==> config.mk <==
export PLATFORM = sky130hd
export DESIGN_NAME = twc_unit
export DESIGN_NICKNAME = d
export VERILOG_FILES = /design/src/rtl/twc_pkg.sv /design/src/rtl/twc_bus_mon.sv /design/src/rtl/twc_ctrl_fsm.sv /design/src/rtl/twc_regs.sv /design/src/rtl/twc_unit.sv
export SDC_FILE = /design/constraint.sdc
export NUM_CORES = 1
export LEC_CHECK = 0
export BUFFER_PORTS_ARGS = -buffer_cell sky130_fd_sc_hd__buf_2
export CAP_MARGIN = 15
export CORE_MARGIN = 4
export CORE_UTILIZATION = 46
export CTS_CLUSTER_SIZE = 12
export DETAILED_ROUTE_END_ITERATION = 12
export GPL_TIMING_DRIVEN = 0
export PLACE_DENSITY = 0.78
export SLEW_MARGIN = 20
export SYNTH_ARGS = -nofsm -noshare
export SYNTH_HDL_FRONTEND = slang
export SYNTH_HIERARCHICAL = 1
export SYNTH_SLANG_ARGS = --single-unit
==> constraint.sdc <==
create_clock -name clk -period 1.81 [get_ports clk]
set_input_delay 0.2715 -clock clk [delete_from_list [all_inputs] [get_ports clk]]
set_output_delay 0.2715 -clock clk [all_outputs]
set_load 0.02 [all_outputs]
==> src/rtl/twc_pkg.sv <==
package twc_pkg;
    localparam int unsigned B_FLAG  = 7;
    localparam int unsigned B_ACK   = 6;
    localparam int unsigned B_START = 5;
    localparam int unsigned B_STOP  = 4;
    localparam int unsigned B_COL   = 3;
    localparam int unsigned B_EN    = 2;
    localparam int unsigned B_IE    = 0;

    typedef enum logic [2:0] {
        ST_OFF,
        ST_IDLE,
        ST_WAIT,
        ST_START,
        ST_MASTER,
        ST_STOP,
        ST_RELEASE
    } twc_state_e;
endpackage

==> src/rtl/twc_bus_mon.sv <==
module twc_bus_mon #(
    parameter int unsigned SYNC_STAGES = 2
) (
    input  logic clk,
    input  logic rst_n,
    input  logic scl_in,
    input  logic sda_in,
    output logic start_det,
    output logic stop_det,
    output logic busy
);
    localparam int unsigned LAST = SYNC_STAGES - 1;

    logic [LAST:0] scl_sync;
    logic [LAST:0] sda_sync;
    logic          sda_prev;

    generate
        if (SYNC_STAGES == 1) begin : g_one
            always_ff @(posedge clk or negedge rst_n) begin
                if (!rst_n) begin
                    scl_sync <= '1;
                    sda_sync <= '1;
                end else begin
                    scl_sync[0] <= scl_in;
                    sda_sync[0] <= sda_in;
                end
            end
        end else begin : g_many
            always_ff @(posedge clk or negedge rst_n) begin
                if (!rst_n) begin
                    scl_sync <= '1;
                    sda_sync <= '1;
                end else begin
                    scl_sync <= {scl_sync[LAST-1:0], scl_in};
                    sda_sync <= {sda_sync[LAST-1:0], sda_in};
                end
            end
        end
    endgenerate

    always_ff @(posedge clk or negedge rst_n) begin
        if (!rst_n) sda_prev <= 1'b1;
        else        sda_prev <= sda_sync[LAST];
    end

    assign start_det = scl_sync[LAST] &  sda_prev & ~sda_sync[LAST];
    assign stop_det  = scl_sync[LAST] & ~sda_prev &  sda_sync[LAST];

    always_ff @(posedge clk or negedge rst_n) begin
        if (!rst_n)         busy <= 1'b0;
        else if (start_det) busy <= 1'b1;
        else if (stop_det)  busy <= 1'b0;
    end

    AST_BUSY_ON_START: assert property (@(posedge clk) disable iff (!rst_n)
        start_det |=> busy);
    AST_BUSY_OFF_STOP: assert property (@(posedge clk) disable iff (!rst_n)
        stop_det |=> !busy);
endmodule

==> src/rtl/twc_ctrl_fsm.sv <==
module twc_ctrl_fsm
    import twc_pkg::*;
(
    input  logic       clk,
    input  logic       rst_n,
    input  logic       en,
    input  logic       start_req,
    input  logic       stop_req,
    input  logic       bus_busy,
    input  logic       start_det,
    input  logic       stop_det,
    input  logic       eng_scl_low,
    input  logic       eng_sda_low,
    output twc_state_e state,
    output logic       start_go,
    output logic       stop_go,
    output logic       stop_clr,
    output logic       lines_on,
    output logic       slave_rst
);
    twc_state_e nxt;

    always_comb begin
        nxt = state;
        if (!en) begin
            nxt = ST_OFF;
        end else begin
            unique case (state)
                ST_OFF:     nxt = ST_IDLE;
                ST_IDLE: begin
                    if (stop_req)       nxt = ST_RELEASE;
                    else if (start_req) nxt = bus_busy ? ST_WAIT : ST_START;
                end
                ST_WAIT: begin
                    if (stop_req)        nxt = ST_RELEASE;
                    else if (!start_req) nxt = ST_IDLE;
                    else if (stop_det)   nxt = ST_START;
                end
                ST_START:   if (start_det) nxt = ST_MASTER;
                ST_MASTER:  if (stop_req)  nxt = ST_STOP;
                ST_STOP:    if (stop_det)  nxt = ST_IDLE;
                ST_RELEASE: if (!eng_scl_low && !eng_sda_low) nxt = ST_IDLE;
                default:    nxt = ST_OFF;
            endcase
        end
    end

    always_ff @(posedge clk or negedge rst_n) begin
        if (!rst_n) state <= ST_OFF;
        else        state <= nxt;
    end

    always_comb begin
        start_go  = (state == ST_START);
        stop_go   = (state == ST_STOP);
        stop_clr  = ((state == ST_STOP) && stop_det) || (state == ST_RELEASE);
        lines_on  = (state != ST_OFF) && (state != ST_RELEASE);
        slave_rst = (state == ST_RELEASE);
    end

    AST_WAIT_HOLDS: assert property (@(posedge clk) disable iff (!rst_n)
        (state == ST_WAIT && en && start_req && !stop_req && !stop_det) |=> state == ST_WAIT);
    AST_SLAVE_STOP_RELEASES: assert property (@(posedge clk) disable iff (!rst_n)
        (state == ST_IDLE && en && stop_req) |=> (!stop_go && !lines_on));
endmodule

==> src/rtl/twc_regs.sv <==
module twc_regs
    import twc_pkg::*;
#(
    parameter int unsigned DATA_W = 8
) (
    input  logic              clk,
    input  logic              rst_n,
    input  logic              reg_wr,
    input  logic [7:0]        reg_wdata,
    input  logic              dat_wr,
    input  logic [DATA_W-1:0] dat_wdata,
    input  logic              flag_set,
    input  logic              stop_clr,
    output logic [7:0]        ctrl_byte,
    output logic [DATA_W-1:0] data_q,
    output logic              flag_q,
    output logic              ack_q,
    output logic              start_q,
    output logic              stop_q,
    output logic              en_q,
    output logic              ie_q
);
    logic col_q;

    always_ff @(posedge clk or negedge rst_n) begin
        if (!rst_n) begin
            flag_q  <= 1'b0;
            ack_q   <= 1'b0;
            start_q <= 1'b0;
            stop_q  <= 1'b0;
            en_q    <= 1'b0;
            ie_q    <= 1'b0;
        end else begin
            if (flag_set)                     flag_q <= 1'b1;
            else if (reg_wr && reg_wdata[B_FLAG]) flag_q <= 1'b0;
            if (reg_wr) begin
                ack_q   <= reg_wdata[B_ACK];
                start_q <= reg_wdata[B_START];
                stop_q  <= reg_wdata[B_STOP];
                en_q    <= reg_wdata[B_EN];
                ie_q    <= reg_wdata[B_IE];
            end else if (stop_clr) begin
                stop_q  <= 1'b0;
            end
        end
    end

    always_ff @(posedge clk or negedge rst_n) begin
        if (!rst_n) begin
            col_q  <= 1'b0;
            data_q <= '0;
        end else if (dat_wr) begin
            if (flag_q) begin
                data_q <= dat_wdata;
                col_q  <= 1'b0;
            end else begin
                col_q  <= 1'b1;
            end
        end
    end

    always_comb begin
        ctrl_byte        = '0;
        ctrl_byte[B_FLAG]  = flag_q;
        ctrl_byte[B_ACK]   = ack_q;
        ctrl_byte[B_START] = start_q;
        ctrl_byte[B_STOP]  = stop_q;
        ctrl_byte[B_COL]   = col_q;
        ctrl_byte[B_EN]    = en_q;
        ctrl_byte[B_IE]    = ie_q;
    end

    AST_COLLIDE_KEEPS_DATA: assert property (@(posedge clk) disable iff (!rst_n)
        (dat_wr && !flag_q) |=> (col_q && $stable(data_q)));
    AST_STOP_AUTOCLR: assert property (@(posedge clk) disable iff (!rst_n)
        (stop_clr && !reg_wr) |=> !stop_q);
endmodule

==> src/rtl/twc_unit.sv <==
module twc_unit
    import twc_pkg::*;
#(
    parameter int unsigned DATA_W      = 8,
    parameter int unsigned SYNC_STAGES = 2
) (
    input  logic              clk,
    input  logic              rst_n,
    input  logic              reg_wr,
    input  logic [7:0]        reg_wdata,
    output logic [7:0]        reg_rdata,
    input  logic              dat_wr,
    input  logic [DATA_W-1:0] dat_wdata,
    output logic [DATA_W-1:0] dat_rdata,
    input  logic              flag_set,
    input  logic              glob_ie,
    input  logic              scl_in,
    input  logic              sda_in,
    input  logic              eng_scl_low,
    input  logic              eng_sda_low,
    output logic              start_go,
    output logic              stop_go,
    output logic              eng_en,
    output logic              eng_ack_en,
    output logic              irq,
    output logic              scl_oe,
    output logic              sda_oe,
    output logic              slave_rst,
    output logic              bus_busy
);
    logic       flag_q, ack_q, start_q, stop_q, en_q, ie_q;
    logic       start_det, stop_det, stop_clr, lines_on;
    twc_state_e state;

    twc_regs #(.DATA_W(DATA_W)) u_regs (
        .clk       (clk),
        .rst_n     (rst_n),
        .reg_wr    (reg_wr),
        .reg_wdata (reg_wdata),
        .dat_wr    (dat_wr),
        .dat_wdata (dat_wdata),
        .flag_set  (flag_set),
        .stop_clr  (stop_clr),
        .ctrl_byte (reg_rdata),
        .data_q    (dat_rdata),
        .flag_q    (flag_q),
        .ack_q     (ack_q),
        .start_q   (start_q),
        .stop_q    (stop_q),
        .en_q      (en_q),
        .ie_q      (ie_q)
    );

    twc_bus_mon #(.SYNC_STAGES(SYNC_STAGES)) u_mon (
        .clk       (clk),
        .rst_n     (rst_n),
        .scl_in    (scl_in),
        .sda_in    (sda_in),
        .start_det (start_det),
        .stop_det  (stop_det),
        .busy      (bus_busy)
    );

    twc_ctrl_fsm u_fsm (
        .clk         (clk),
        .rst_n       (rst_n),
        .en          (en_q),
        .start_req   (start_q),
        .stop_req    (stop_q),
        .bus_busy    (bus_busy),
        .start_det   (start_det),
        .stop_det    (stop_det),
        .eng_scl_low (eng_scl_low),
        .eng_sda_low (eng_sda_low),
        .state       (state),
        .start_go    (start_go),
        .stop_go     (stop_go),
        .stop_clr    (stop_clr),
        .lines_on    (lines_on),
        .slave_rst   (slave_rst)
    );

    assign eng_en     = en_q;
    assign eng_ack_en = ack_q & en_q;
    assign irq        = flag_q & ie_q & glob_ie;
    assign scl_oe     = lines_on & eng_scl_low;
    assign sda_oe     = lines_on & eng_sda_low;

    AST_OFF_QUIET: assert property (@(posedge clk) disable iff (!rst_n)
        !en_q |=> (!start_go && !stop_go && !scl_oe && !sda_oe));
    AST_MASTER_ONLY_STOP: assert property (@(posedge clk) disable iff (!rst_n)
        $rose(stop_go) |-> $past(state == ST_MASTER));
endmodule

## After elaboration in Yosys (flattened, before gate mapping)

Cells that the tools add are included.

| storage, ports and cells | value |
|---|---|
| bits in registers | 24 |
| input bits | 26 |
| output and inout port bits | 25 |
| logic and storage cells | 70 |

| operators by class | value |
|---|---|
| equality and inequality tests | 13 |
| muxes and demuxes | 19 |
| bitwise logic cells | 11 |
| reductions and logical operators | 14 |

Operator list:

| kind | number |
|---|---|
| 3-bit 2-to-1 mux | 10 |
| 3-bit case mux with 7 select lines | 1 |
| 1-bit bitwise AND | 9 |
| 3-bit == test (second input constant) | 3 |
| 3-bit inequality test (second input constant) | 3 |
| 1-bit 2-to-1 mux | 8 |
| 3-bit by 2-bit == test with 1-bit output (second input constant) | 2 |
| 3-bit by 2-bit inequality test with 1-bit output (second input constant) | 2 |
| 6-bit AND reduction | 1 |
| 2-bit nonzero test | 3 |
| 5-bit by 4-bit inequality test with 1-bit output (second input constant) | 1 |
| 1-bit logical AND | 4 |
| 4-bit inequality test (second input constant) | 1 |
| 3-bit by 1-bit == test with 1-bit output (second input constant) | 1 |
| 3-bit zero test | 1 |
| 3-bit nonzero test | 1 |
| 1-bit zero test | 2 |
| 1-bit inverter | 2 |
| 2-bit AND reduction | 1 |
| 1-bit logical OR | 1 |

## Logic depth before layout (Yosys ltp)

Gate-level depths: netlist (run 1).

| logic depth | value |
|---|---|
| depth in word-level cells | 8 |
| mapped depth | 6 |
| mapped depth without buffers | 6 |

## By module

Netlist (run 1), hierarchy kept.

Modules (own cells, without submodules):

| module | times used | cells each | area each (µm²) |
|---|---|---|---|
| twc_regs | 1 | 44 | 623.1 |
| twc_ctrl_fsm | 1 | 41 | 344.1 |
| twc_bus_mon | 1 | 12 | 190.2 |
| twc_unit | 1 | 4 | 25.0 |

## Least setup slack after synthesis (run 1)

No wires, ideal clock.

| timing path | value |
|---|---|
| kind | register -> register |
| start | register u_fsm.state[2] |
| end | register u_fsm.state[2] |
| arrival | 1378 ps |
| path slack | 311 ps |
| stages on the path, launching flop included | 6 |
| path buffers | 1 |
| clock period less this slack | 1499 ps |
| cells stage by stage | dfrtp_1 > buf_4 > and3b_1 > a22oi_2 > o2111ai_1 > a32o_1 |

| on the way | value |
|---|---|
| word-level cells in the longest chain between the ends | 3 |

Ends and longest elaborated chain:

| what | RTL line | text |
|---|---|---|
| start: declaration | twc_ctrl_fsm.sv:14 | `output twc_state_e state,` |
| start signal: assignment | twc_ctrl_fsm.sv:50 | `else state <= nxt;` |
| 3-bit == test (*) | -- |  |
| via stop_go | twc_unit.sv:22 | `output logic stop_go,` |
| 3-bit by 2-bit inequality test with 1-bit output (no source line) / 3-bit case mux with 7 select lines (equally long branches) | -- |  |
| 6-bit AND reduction (no source line) / 3-bit 2-to-1 mux (equally long branches) | -- |  |

The timed path passes the listed nets; every way through them passes the cells marked *.
A chain may end at the register's enable or synchronous reset.

## Worst setup path after layout (run 1)

| timing path | value |
|---|---|
| start | register u_fsm.state[0] |
| end | output port slave_rst |

| on the way | value |
|---|---|
| word-level cells in the longest chain between the ends | 1 |

Ends and longest elaborated chain:

| what | RTL line | text |
|---|---|---|
| 3-bit == test | twc_ctrl_fsm.sv:58 | `slave_rst = (state == ST_RELEASE);` |
| end: declaration | twc_unit.sv:28 | `output logic slave_rst,` |

No other way between the ends.

==> results.cfg, run 1 <==
[setup_path]
cp_max_fo = 10
timing.critical_path.arrival_ps = 1420
criticalPathCategory = reg2out
cp_data_required_time_ps = 1540
crit_slowest_cell = dfrtp_1
crit_top_cell = buf_2
crit_path_start_kind = flop
critical_path.endpoint_type = output port
path_cells = buf_2 -> nor2b_2 -> and2_1 -> buf_2
cpPeakStageDelay_ps = 410
worst-r2r-setup-slack_ps = 170

[timing]
layout_worst_path_cycle_share = 0.933
clock.fmax_mhz = 592
final-setup-viol-count = 0
worst_pin_slew_ps = 514
rsz0062_at_grt = no
hold_viol_final = 0
fin_hold_ws_ps = 43.1
fin_worst_skew_ps = 8.19
post-route-worst-setup-slack_ps = 121
slew_viol_final = 0
slew_headroom = 0.658
final.setup.tns_ps = 0
min_period_ps = 1690

[yosys]
postSynth.asyncResetShare = 1.00
synth_sequential_area_ratio = 0.513
postSynth.topFlopCell = dfrtp_1
postSynthAreaPerCell_sq_um = 11.7
synthDominantCellAreaShare = 0.402
yosys_warnings = 6
post-synth-top-area-cell = dfrtp_1
post_synth_inst_count = 101
edff_count_synth = 0
mappedNetlistNets = 127
yosys.cell_types.count = 36
ys_top_cells_by_area = dfrtp_1 40%, mux2_2 11%, dfstp_2 11%, buf_4 6.3%, mux2i_1 2.5%
synthesis.area_sq_um = 1180
postSynthRegisterBits = 24

[power]
power_spent_charging_and_discharging_nets_uw = 617
power.internal_mw = 1.20
power.static_leakage_nw = 0.761
clock_network_power_share = 0.208
p_comb_frac = 0.425
total_power_mw = 1.82
power_density_nw_per_um2 = 1200
maximum_vdd_ir_drop_v = 0.000768
power.share.switching = 0.339
seqPwrFrac = 0.367

[finish]
num-fill-cells = 205
drive_above_1_share = 0.566
antennaDiodeCount = 0
finalNetCount = 179
final_core_util = 0.617
synthToLayoutAreaGrowth_pct = 28.1

[global_route]
grt_first_pass_wirelength_um = 3780
gr-usage-all-layers = 0.140
number_of_antenna_violations_at_the_first_check_in_global_routing = 0
grt_pass1_vias = 900
grt_max_degree = 25
gr-total-overflow = 0

[detailed_routing]
avgRoutedWirePerCell_um = 12.6
via_count = 916
ant_nets = 0
initial_detailed_routing_violation_count = 14
postRouteWirelength_um = 2290
post_drt_via_cell_ratio = 5.03
drt-pass1-iter-count = 4
drc = 0

[cts]
clk_latency_ps = 310
numCtsBuffers = 3
clock-sinks = 24
cts-root-buf = clkbuf_4
cts_htree_levels = 1
tritoncts = yes
ctsLongestPathBuffers = 2
path_clk_slew_ps = 130

[run]
max_cap_viol_count = 0

[placed_design]
dp_hpwl_um = 1790
gp_congestion = 0.810
dp_worst_setup_slack_ps = 208
io_buffer_count = 46

[die]
core_region_area_sq_um = 2450
die_area_sq_um = 3450
floorplan.io_pins = 51
dieWidth_um = 58.7
initial_utilization = 0.482
vertical_die_dimension_um = 58.7
rows = 18

[status]
outcome = finished, final reports clean

[worst_hold_path]
holdCritPathClass = in2reg
## stage by stage
step	cells	area, sq um
finish	182	1520
CTS	182	1510
detailed placement	177	1450
global placement	177	1450
global route	182	1520
floorplan	101	1180
## power by group through the flow
stage               Clock, mW  Sequential, mW  Combinational [mW]
floorplan                   0           0.707               0.543
global placement            0           0.675               0.740
detailed placement          0           0.680               0.767
CTS                     0.387           0.670               0.771
global route            0.418           0.683               0.845
finish                  0.378           0.669               0.774
## what timing repair did
action / CTS / global route
hold buffers: 1 / 0
resized for setup: 0 / 1
buffers inserted: 0 / 0
setup endpoints to repair: 0 / 1
hold endpoints to repair: 19 / 0
## final timing paths
path | startpoint | endpoint | depth (start not counted)
min in group asynchronous | rst_n | u_regs/data_q[7]$_DFFE_PN0P_ | 2
setup reg to reg | u_mon/sda_prev$_DFF_PN1_ | u_fsm/state[1]$_DFFE_PN0P_ | 6
max in group asynchronous | rst_n | u_mon/sda_prev$_DFF_PN1_ | 2
hold / removal | scl_in | u_mon/scl_sync[0]$_DFF_PN1_ | 1
hold reg to reg | u_mon/sda_sync[0]$_DFF_PN1_ | u_mon/sda_sync[1]$_DFF_PN1_ | 0
setup / recovery | u_fsm/state[0]$_DFFE_PN0P_ | slave_rst | 4
## cell usage in the layout, fill, tap and decap left out, types with 2 or more instances in the layout
master,synthesis,routed
a21o_1,3,3
a21oi_1,2,2
and2_1,4,4
and3_1,2,2
buf_2,2,48
buf_4,10,10
clkbuf_4,0,3
dfrtp_1,19,19
dfstp_2,5,5
inv_1,4,4
mux2_2,12,12
mux2i_1,3,3
nand2_1,5,5
nand2b_1,2,2
nor2_1,4,4
o21ai_0,2,2
or2b_1,2,2
## layout make-up
type | instances | area, sq um | area share
sequential | 24 | 607 | 0.400
multi-input combinational | 61 | 478 | 0.315
timing repair buffer | 47 | 240 | 0.159
buffer | 12 | 85.1 | 0.0562
tap | 30 | 37.5 | 0.0248
clock inverter | 1 | 30.0 | 0.0198
clock buffer | 3 | 22.5 | 0.0149
inverter | 4 | 15.0 | 0.00991
## cells in the mapped netlist (2+ instances only)
cell type / instances
dfrtp_1: 19
mux2_2: 12
buf_4: 10
dfstp_2: 5
nand2_1: 5
and2_1: 4
inv_1: 4
nor2_1: 4
a21o_1: 3
mux2i_1: 3
a21oi_1: 2
and3_1: 2
buf_2: 2
nand2b_1: 2
o21ai_0: 2
or2b_1: 2
## state kept, by name, indices dropped and copies added (netlist names)
| register | count |
|---|---|
| u_fsm/state | 3 |
| u_mon/busy | 1 |
| u_mon/scl_sync | 2 |
| u_mon/sda_prev | 1 |
| u_mon/sda_sync | 2 |
| u_regs/ack_q | 1 |
| u_regs/col_q | 1 |
| u_regs/data_q | 8 |
| u_regs/en_q | 1 |
| u_regs/flag_q | 1 |
| u_regs/ie_q | 1 |
| u_regs/start_q | 1 |
| u_regs/stop_q | 1 |
## per-layer routing
metal | share of wire | track usage | up-vias
met5 | 0 | 0 | -
met4 | 0.0026 | 0.0453 | 0
met3 | 0.12 | 0.0504 | 2
met2 | 0.47 | 0.233 | 42
met1 | 0.41 | 0.169 | 433
li1 | - | - | 439
## cell families after synthesis
group,after synthesis,synth area share
AOI/OAI and AO/OA,18,0.123
xor gates and xnor gates,1,0.00741
buffers and inverters,16,0.0847
DFF,24,0.513
muxes,15,0.140
other,1,0.00317
and+or+nand+nor,26,0.129
## critical path, delay by kind of cell, from the launching register on
kind / cells / cell delay [ps]
buffers and inverters: 2 / 350
DFF: 1 / 410
and+or+nand+nor: 2 / 350
Note: power is estimated with default switching activity, not from simulation.
==> run 2, diff against run 1 <==
--- a/config.mk
+++ b/config.mk
@@ -5,14 +5,14 @@
 export SDC_FILE = /design/constraint.sdc
 export NUM_CORES = 1
 export LEC_CHECK = 0
-export BUFFER_PORTS_ARGS = -buffer_cell sky130_fd_sc_hd__buf_2
 export CAP_MARGIN = 15
 export CORE_MARGIN = 4
-export CORE_UTILIZATION = 46
+export CORE_UTILIZATION = 60
 export CTS_CLUSTER_SIZE = 12
 export DETAILED_ROUTE_END_ITERATION = 12
+export DONT_BUFFER_PORTS = 1
 export GPL_TIMING_DRIVEN = 0
-export PLACE_DENSITY = 0.78
+export PLACE_DENSITY = 0.76
 export SLEW_MARGIN = 20
 export SYNTH_ARGS = -nofsm -noshare
 export SYNTH_HDL_FRONTEND = slang
==> run 2 against run 1 <==
Net effect: fmax up 3.3%; clock-buffer cell count unchanged; utilization is 10 points higher.
==> results.cfg, run 2 (synthesis gave the netlist of run 1 again) <==
[detailed_routing]
initial_detailed_routing_violation_count = 6
postRouteWirelength_um = 2090
drt-pass1-iter-count = 4
dr_wl_met3_um = 185
avgRoutedWirePerCell_um = 15.6
post_drt_via_cell_ratio = 5.66
drc = 0
routed-wl-met2_um = 1050
via_count = 759
maxUsedRoutingLayer = met4
m1_wl_um = 823
ant_nets = 0

[die]
floorplan.io_pins = 51
dieWidth_um = 52.4
core_region_area_sq_um = 1800
vertical_die_dimension_um = 52.4
rows = 15
die_area_sq_um = 2740
initial_utilization = 0.656

[cts]
clk_latency_ps = 300
tritoncts = yes
numCtsBuffers = 3
path_clk_slew_ps = 130
clock-sinks = 24
cts-root-buf = clkbuf_4
cts_setup_buffers = 0
ctsLongestPathBuffers = 2
cts_htree_levels = 1

[power]
p_comb_frac = 0.367
power_spent_charging_and_discharging_nets_uw = 588
power_density_nw_per_um2 = 1320
power.internal_mw = 1.13
maximum_vdd_ir_drop_v = 0.000885
seqPwrFrac = 0.415
clock_network_power_share = 0.218
power.share.switching = 0.342
power.static_leakage_nw = 0.584

[finish]
stdcell_count = 134
most-common-layout-cells = 19 x dfrtp_1, 12 x mux2_2, 10 x buf_4, 5 x nand2_1, 5 x dfstp_2
drive_above_1_share = 0.367
final_common_cell = dfrtp_1
reg_top3 = u_regs/data_q (8), u_fsm/state (3)
synthToLayoutAreaGrowth_pct = 10.1
finished_cell_area_sq_um = 1300
largest_reg_flops = 8
finalNetCount = 136
registers.top_by_ff_count = u_regs/data_q
antennaDiodeCount = 0

[placed_design]
detailed_place.area_sq_um = 1210
dp_worst_setup_slack_ps = 155
dp_hpwl_um = 1660
placed_instances = 126
io_buffer_count = 0
gp_congestion = 0.856

[timing]
min_period_ps = 1630
post-route-worst-setup-slack_ps = 175
hold_viol_final = 0
slew_headroom = 0.654
rsz0062_at_grt = no
final.setup.tns_ps = 0
worst_pin_slew_ps = 518
final-setup-viol-count = 0
layout_worst_path_cycle_share = 0.903
fin_worst_skew_ps = 4.78
clock.fmax_mhz = 612
slew_viol_final = 0

[run]
max_cap_viol_count = 0

[global_route]
number_of_antenna_violations_at_the_first_check_in_global_routing = 0
gr-total-overflow = 0
grt_max_degree = 25
grt_first_pass_wirelength_um = 3570
gr-usage-all-layers = 0.174
grt_pass1_vias = 777

[setup_path]
crit_path_start_kind = flop
cp_max_fo = 10
criticalPathCategory = reg2out
cp_data_required_time_ps = 1540
timing.critical_path.arrival_ps = 1360
critical_path.endpoint_type = output port

[status]
outcome = finished, final reports clean

[worst_hold_path]
holdCritPathClass = in2reg
==> run 2: cell type report <==
cell class                 count  area, sq um
buffer                        12         85.1
timing repair buffer           4         35.0
tap                           25         31.3
multi-input combinational     61          475
fill                         130          500
clock buffer                   3         22.5
inverter                       4         15.0
clock inverter                 1         30.0
sequential                    24          607
==> run 2: per-layer routing <==
layer	track usage	vias up
met1	0.231	368
met5	0	-
met2	0.273	33
met3	0.0541	4
met4	0.0468	0
li1	-	354
==> run 2: what timing repair did <==
action,4_1_cts,5_1_grt
resized for setup,0,0
hold buffers,3,1
endpoints found under the hold margin,26,19
==> run 2: power groups by stage <==
stage	combinational, mW	clock (mW)	sequential, mW
floorplan	0.543	0	0.707
global placement	0.597	0	0.722
detailed placement	0.618	0	0.727
CTS	0.631	0.386	0.716
global route	0.696	0.421	0.727
finish	0.633	0.375	0.714
==> run 2: worst max-delay path, cell delays in order, from the launching register on <==
cell and delay, ps:
dfrtp_1 410, buf_2 170, nor2b_1 190, and2_1 290
==> run 2: worst paths after layout <==
check                                                  from                           to  slack (ps)  depth (start not counted)
worst max-delay path             u_fsm/state[0]$_DFFE_PN0P_                    slave_rst         180                          3
worst min-delay path                               flag_set    u_regs/flag_q$_DFFE_PN0P_          50                          1
worst max register to register  u_mon/scl_sync[1]$_DFF_PN1_   u_fsm/state[2]$_DFFE_PN0P_         190                          6
worst min register to register  u_mon/sda_sync[0]$_DFF_PN1_  u_mon/sda_sync[1]$_DFF_PN1_         370                          0
max in group asynchronous                             rst_n  u_mon/scl_sync[0]$_DFF_PN1_         980                          2
min in group asynchronous                             rst_n      u_regs/ie_q$_DFFE_PN0P_         470                          2
==> run 2: per-stage QoR <==
step	hold WS [ps]	total power, mW	utilization
finish	50.8	1.72	0.722
floorplan	-24.1	1.25	-
CTS	43.1	1.73	0.719
global route	24.9	1.84	0.722
detailed placement	-23.5	1.34	0.674
global placement	-23.6	1.32	0.674
==> run 3, diff against run 2 <==
--- a/config.mk
+++ b/config.mk
@@ -13,6 +13,7 @@
 export DONT_BUFFER_PORTS = 1
 export GPL_TIMING_DRIVEN = 0
 export PLACE_DENSITY = 0.76
+export RECOVER_POWER = 50
 export SLEW_MARGIN = 20
 export SYNTH_ARGS = -nofsm -noshare
 export SYNTH_HDL_FRONTEND = slang
==> run 3 against run 2 <==
Net effect: flip-flop and latch count unchanged; highest routed layer unchanged; sequential share of layout area about the same; register-to-register slack about the same; design area is essentially flat; critical path type unchanged; hold slack about the same; routed wire length down 0.14%; combinational power about the same; non-clock buffer count stayed put; first-iteration DRC count unchanged; clock power hardly changed; clock-buffer cell count did not move; setup slack improved by 1.1 ps.
==> results.cfg, run 3 (synthesis gave the netlist of run 1 again) <==
[cts]
numCtsBuffers = 3
path_clk_slew_ps = 130
cts_htree_levels = 1
cts-hold-fix-buffers = 3
cts_setup_buffers = 0
cts-root-buf = clkbuf_4
ctsLongestPathBuffers = 2
postcts_resize_cnt = 0
clock-sinks = 24
tritoncts = yes
clk_latency_ps = 300

[die]
initial_utilization = 0.656
rows = 15
core_region_area_sq_um = 1800
die_area_sq_um = 2740
floorplan.io_pins = 51
dieWidth_um = 52.4
vertical_die_dimension_um = 52.4

[worst_hold_path]
hold-path-cell-count = 1
holdCritPathClass = in2reg
min_to = u_regs/flag_q$_DFFE_PN0P_
worst_hold_startpoint = flag_set

[status]
outcome = finished, final reports clean

[setup_path]
r2r-end = u_fsm/state[0]$_DFFE_PN0P_
criticalPathCategory = reg2out
timing.critical_path.arrival_ps = 1360
worst-r2r-setup-slack_ps = 180
reg2reg_from = u_mon/sda_prev$_DFF_PN1_
r2r.worst_path.cells = 6
cp_data_required_time_ps = 1540
crit_path_start_kind = flop
critical_path.endpoint_type = output port
cp_max_fo = 10

[placed_design]
placed_instances = 126
dp_worst_setup_slack_ps = 155
gp_congestion = 0.856
dp_hpwl_um = 1660
io_buffer_count = 0

[detailed_routing]
avgRoutedWirePerCell_um = 15.6
via_count = 760
ant_nets = 0
initial_detailed_routing_violation_count = 6
postRouteWirelength_um = 2090
post_drt_via_cell_ratio = 5.67
drt-pass1-iter-count = 4
drc = 0

[timing]
slew_headroom = 0.173
min_period_ps = 1630
final.setup.tns_ps = 0
post-route-worst-setup-slack_ps = 176
hold_viol_final = 0
fin_worst_skew_ps = 5.04
layout_worst_path_cycle_share = 0.903
final-setup-viol-count = 0
worst_pin_slew_ps = 1240
clock.fmax_mhz = 612
slew_viol_final = 0
rsz0062_at_grt = no

[finish]
sequential_cell_area_sq_um = 607
antennaDiodeCount = 0
num-fill-cells = 131
most-common-layout-cells = 19 x dfrtp_1, 12 x mux2_2, 10 x buf_4, 5 x nand2_1
drive_above_1_share = 0.339
finalNetCount = 136
largest_reg_flops = 8
reg_top3 = u_regs/data_q (8), u_fsm/state (3)
final_core_util = 0.722
synthToLayoutAreaGrowth_pct = 9.95
stdcell_count = 134
multi_input_comb_area_sq_um = 475
final_common_cell = dfrtp_1
registers.top_by_ff_count = u_regs/data_q

[global_route]
gr-usage-all-layers = 0.174
gr-total-overflow = 0
met2_routing_resource_usage_after_global_routing = 0.273
gr-usage-met3 = 0.0541
number_of_antenna_violations_at_the_first_check_in_global_routing = 0
grt_first_pass_wirelength_um = 3570
peak_usage_layer_in_the_global_routing_report = met2
met1_resource_use_gr = 0.231
grt_pass1_vias = 777
grt_max_degree = 25

[run]
max_cap_viol_count = 0

[power]
power_density_nw_per_um2 = 1320
total_power_mw = 1.72
power.static_leakage_nw = 0.580
maximum_vdd_ir_drop_v = 0.000886
==> run 3: worst max path at each step <==
stage	slack (ps)	cells after the start	start	to
after detailed placement	160	6	u_mon/scl_sync[1]$_DFF_PN1_	u_fsm/state[2]$_DFFE_PN0P_
after CTS	160	6	u_mon/scl_sync[1]$_DFF_PN1_	u_fsm/state[2]$_DFFE_PN0P_
final	180	3	u_fsm/state[0]$_DFFE_PN0P_	slave_rst
after global routing	10	3	u_fsm/state[0]$_DFFE_PN0P_	slave_rst
after global placement	220	5	u_fsm/state[2]$_DFFE_PN0P_	u_fsm/state[2]$_DFFE_PN0P_
after floorplan	310	5	u_fsm/state[2]$_DFFE_PN0P_	u_fsm/state[2]$_DFFE_PN0P_
==> run 3: metal layers <==
layer  vias up  part of all wire
li1        354                 -
met5         -                 0
met4         0             0.016
met3         4             0.088
met1       369              0.39
met2        33              0.50
==> run 3: power breakdown <==
part           switching, mW  internal (mW)  total, mW
registers             0.0943          0.619      0.714
clock network          0.151          0.223      0.375
logic                  0.343          0.289      0.633
total                  0.589           1.13       1.72
==> run 3: through the flow <==
stage	hold WS, ps	instance area, sq um
floorplan	-24.1	1180
global placement	-23.6	1210
detailed placement	-23.5	1210
CTS	43.1	1300
global route	25.0	1300
finish	50.5	1300
==> run 3: worst max-delay path: stages, from the launching register on <==
cell	delay, ps
dfrtp_1	410
buf_2	170
nor2b_1	190
and2_1	290
==> run 3: final cells by class <==
type                            instances  share of cell area
Clock buffer                            3              0.0173
Tap cell                               25              0.0241
Buffer                                 12              0.0654
Timing Repair Buffer                    4              0.0260
Inverter                                4              0.0115
Multi-Input combinational cell         61               0.366
Clock inverter                          1              0.0231
Sequential cell                        24               0.467
